[src/rtl/tapsr_pkg.sv]
package tapsr_pkg;

    // Default number of stages in one delay line.
    localparam int TAPSR_DEPTH_DFLT = 16;

    // Turn the raw enable pin into "shift now", taking its polarity into account.
    function automatic logic tapsr_shift_req(input logic ce_pin, input bit active_low);
        return active_low ? ~ce_pin : ce_pin;
    endfunction

endpackage

[src/rtl/tapsr_stages.sv]
module tapsr_stages #(
    parameter int               DEPTH       = 16,
    parameter logic [DEPTH-1:0] INIT        = '0,
    parameter bit               CLK_FALLING = 1'b0
) (
    input  logic             clk,
    input  logic             din,
    input  logic             shift_en,
    output logic [DEPTH-1:0] stages
);

    // Preset contents; there is deliberately no reset path.
    logic [DEPTH-1:0] bits_q = INIT;
    logic [DEPTH-1:0] bits_d;

    always_comb begin
        bits_d = bits_q;
        if (shift_en) begin
            bits_d = {bits_q[DEPTH-2:0], din};
        end
    end

    generate
        if (CLK_FALLING) begin : g_fall
            always_ff @(negedge clk) begin
                bits_q <= bits_d;
            end
        end else begin : g_rise
            always_ff @(posedge clk) begin
                bits_q <= bits_d;
            end
        end
    endgenerate

    assign stages = bits_q;

endmodule

[src/rtl/tapsr_tap_mux.sv]
module tapsr_tap_mux #(
    parameter int DEPTH  = 16,
    parameter int ADDR_W = $clog2(DEPTH)
) (
    input  logic [DEPTH-1:0]  stages,
    input  logic [ADDR_W-1:0] addr,
    output logic              tap
);

    // Purely combinational selection; an address that is out of range reads 0.
    always_comb begin
        tap = 1'b0;
        for (int i = 0; i < DEPTH; i++) begin
            if (addr == ADDR_W'(i)) begin
                tap = stages[i];
            end
        end
    end

endmodule

[src/rtl/tapsr_top.sv]
module tapsr_top #(
    parameter int               DEPTH         = tapsr_pkg::TAPSR_DEPTH_DFLT,
    parameter logic [DEPTH-1:0] INIT          = '0,
    parameter bit               CLK_FALLING   = 1'b0,
    parameter bit               EN_ACTIVE_LOW = 1'b0,
    localparam int              ADDR_W        = $clog2(DEPTH)
) (
    input  logic              clk,
    input  logic              din,
    input  logic              ce,
    input  logic [ADDR_W-1:0] addr,
    output logic              tap_q,
    output logic              last_q
);

    logic             shift_en;
    logic [DEPTH-1:0] stage_vec;

    assign shift_en = tapsr_pkg::tapsr_shift_req(ce, EN_ACTIVE_LOW);

    tapsr_stages #(
        .DEPTH       (DEPTH),
        .INIT        (INIT),
        .CLK_FALLING (CLK_FALLING)
    ) stages_i (
        .clk      (clk),
        .din      (din),
        .shift_en (shift_en),
        .stages   (stage_vec)
    );

    tapsr_tap_mux #(
        .DEPTH  (DEPTH),
        .ADDR_W (ADDR_W)
    ) mux_i (
        .stages (stage_vec),
        .addr   (addr),
        .tap    (tap_q)
    );

    // Cascade output: the oldest stage, never routed through the address mux.
    assign last_q = stage_vec[DEPTH-1];

endmodule

[config.mk]
export PLATFORM = sky130hd
export DESIGN_NAME = tapsr_top
export DESIGN_NICKNAME = d
export VERILOG_FILES = /design/src/rtl/tapsr_pkg.sv /design/src/rtl/tapsr_stages.sv /design/src/rtl/tapsr_tap_mux.sv /design/src/rtl/tapsr_top.sv
export SDC_FILE = /design/constraint.sdc
export NUM_CORES = 1
export LEC_CHECK = 0
export BUFFER_PORTS_ARGS = -buffer_cell sky130_fd_sc_hd__buf_2
export CAP_MARGIN = 20
export CORE_MARGIN = 2
export CORE_UTILIZATION = 40
export CTS_CLUSTER_DIAMETER = 40
export DETAILED_ROUTE_END_ITERATION = 16
export MAX_ROUTING_LAYER = met4
export SYNTH_ARGS = -nofsm -noshare
export SYNTH_HDL_FRONTEND = slang
export SYNTH_SLANG_ARGS = --single-unit
[constraint.sdc]
create_clock -name clk -period 1.73 [get_ports clk]
set_clock_uncertainty 0.1 [all_clocks]
set_input_delay 0.0865 -clock clk [delete_from_list [all_inputs] [get_ports clk]]
set_output_delay 0.0865 -clock clk [all_outputs]
set_load 0.01 [all_outputs]
==> metrics.txt <==
status complete, but fails checks; failing checks negative setup slack; fin nets 59; # IOs 9; max reg flops 16; post-synth top area cell edfxtp_1; ANT nets after route 0; share of cells above drive strength 1 34.00%; Peak VDD IR 421.0 uV; critical path's top delay family multiplexers; Critical Path RT 1540 ps; clock sink total 16; final hold viol count 0; combinational share of power 8.9%; WP buf/inv 1; largest net degree at the start of global routing 17; synth top area cells edfxtp_1, mux2i_1, mux4_2, a221o_2, buf_6; HP Class in2reg; Clk Latency, worst-skew pair 270 ps; CTS tree yes; clk buf depth 2; fin crit period 1840 ps; gpl congestion 0.8632; Worst path slowest cell mux4_2; Slew @ Worst Pin 354.7 ps; largest family of logic cells by synthesized area multiplexers; first-pass GRT wire length 1932 um; Cell Count, Final, Fillers Out 66; detailed placement HPWL 756 um; worst rel slew slack 76.35%; die area 0.001982 mm^2; mean area per synthesized cell 17.29 um^2; kind of critical path reg2out; buffers added on ports 8; total length of routed wires 1103 um; vias 375; Critical Path, Cell by Cell mux4_2 > o2bb2ai_2 > a311o_1 > nand3_1 > buf_2; DRC violations left 0; DR iter-0 viols 7; pre-CTS WS 201.4 ps; Ys Warns 0; adder-cell area share of the yosys netlist 0%; Core Util, Final 49.34%; row cnt 14; Core Box Area 0.001524 mm^2; drt pass-1 iters 3; simple-gate share of the synthesized area 6.286%; Switch Pwr 0.1450 mW; Post-Synthesis Net Count 45; Avg WL per Cell 16.71 um; Sw Share 20.51%; multiplexer share of the synthesized area 9.524%; initial core utilization 43.10%; sequential-to-total area share from yosys stat 73.14%; most common cell after layout, fill and taps aside edfxtp_1; max-cap viol count 0; CTS clk-pin slew, worst paths 80 ps; CP startpoint kind flop; post-synthesis compound-gate area fraction 8.190%; Congestion Overflow GR 0; Fin Hold WS 144.0 ps; Die Ht 44.53 um; antenna violations before repair 0; total CTS buffers 3; Tcrit/Tclk final 106.4%; Yosys reg bits 16; Setup WS post-layout -110.4 ps; LEAKAGE 0.2829 nW; Area growth, synth to finish 14.48%; CP arrival 1650 ps; sequential share of power 65.6%; vias per inst 5.682; vias in the first global route 405; Crit path largest cell delay 510 ps; Mapped Area 656.9 um^2; Cell variety after synth 17; Overall Power 0.7071 mW; Placed Cells incl. Taps 61; FILL cells 130; GRT Total Usage 14.56%; Synth Area in XOR/XNOR 0%; diodes inserted 0; most frequent cells in the layout edfxtp_1, buf_2, mux2i_1, clkbuf_4; Critical Path Fanout Max 2; f_max 543.4 MHz; Yosys top cell area share 73.14%; Final Setup Violations 1; Post-Synthesis Cells 38; internal power 0.5620 mW; P per Cell Area 940.3 mW/mm^2; RSZ-0062 raised after global routing yes; final count of pins violating max slew 0; critical path endpoint category output port; H-tree levels 1; clock network power share 25.5%; DIE WIDTH 44.53 um; CTS Root Cell clkbuf_4
[Yosys cell counts, drive strengths merged]
master / n
nand3b: 1
nor3: 2
and3: 1
edfxtp: 16
a211o: 1
mux4: 1
a221o: 1
a311o: 1
o2bb2ai: 1
inv: 2
nand3: 1
mux2i: 4
nor2: 2
o21ai: 1
nand2: 1
o311ai: 1
buf: 1
[worst paths after layout]
path	depth (start not counted)	slack [ps]	end	from
hold reg to reg	0	360	stages_i.stages[12]	stages_i.stages[11]
hold / removal	1	140	stages_i.stages[8]	ce
setup reg to reg	1	860	stages_i.stages[2]	stages_i.stages[1]
setup / recovery	5	-110	tap_q	stages_i.stages[7]
[cells by family after synthesis]
kind of cell           Yosys count
AO/OA/AOI/OAI                    6
multiplexers                     5
flip-flops                      16
buffers and inverters            3
AND/OR/NAND/NOR                  8
[cell type report]
type                            count  area, um^2  area share, %
Timing Repair Buffer               10       57.56          7.654
Inverter                            2       7.507         0.9983
Multi-Input combinational cell     19       163.9          21.80
Tap cell                           16       20.02          2.662
Sequential cell                    16       480.5          63.89
Clock buffer                        3       22.52          2.995
[per-stage QoR]
step | setup TNS, ps | cell area (um^2)
finish | -110.4 | 752.0
global route | -244.1 | 752.0
CTS | -94.28 | 752.0
detailed placement | 0 | 705.7
global placement | 0 | 705.7
floorplan | 0 | 656.9
[power groups by stage]
stage          Clock, mW  Combinational [mW]  Sequential (mW)
6_report           0.180              0.0630            0.464
5_1_grt            0.213              0.0706            0.468
4_1_cts            0.187              0.0627            0.465
3_5_place_dp           0              0.0566            0.473
3_3_place_gp           0              0.0535            0.472
2_1_floorplan          0              0.0318            0.469
[per-layer routing]
metal	vias to the layer above	track usage [%]	routed length, um
met5	-	-	0
li1	178	-	-
met4	0	5.455	0
met2	8	22.90	530
met3	0	2.449	51
met1	189	18.87	521
[what timing repair did]
| action | 4_1_cts | 5_1_grt |
|---|---|---|
| endpoints found under the setup margin | 1 | 1 |
| setup buffers | 1 | 0 |
| hold buffers | 1 | 0 |
| endpoints found under the hold margin | 1 | 0 |
| pin swaps | 2 | 0 |
| gates resized for setup | 1 | 0 |
No activity file was read; power rests on OpenSTA's default activity.
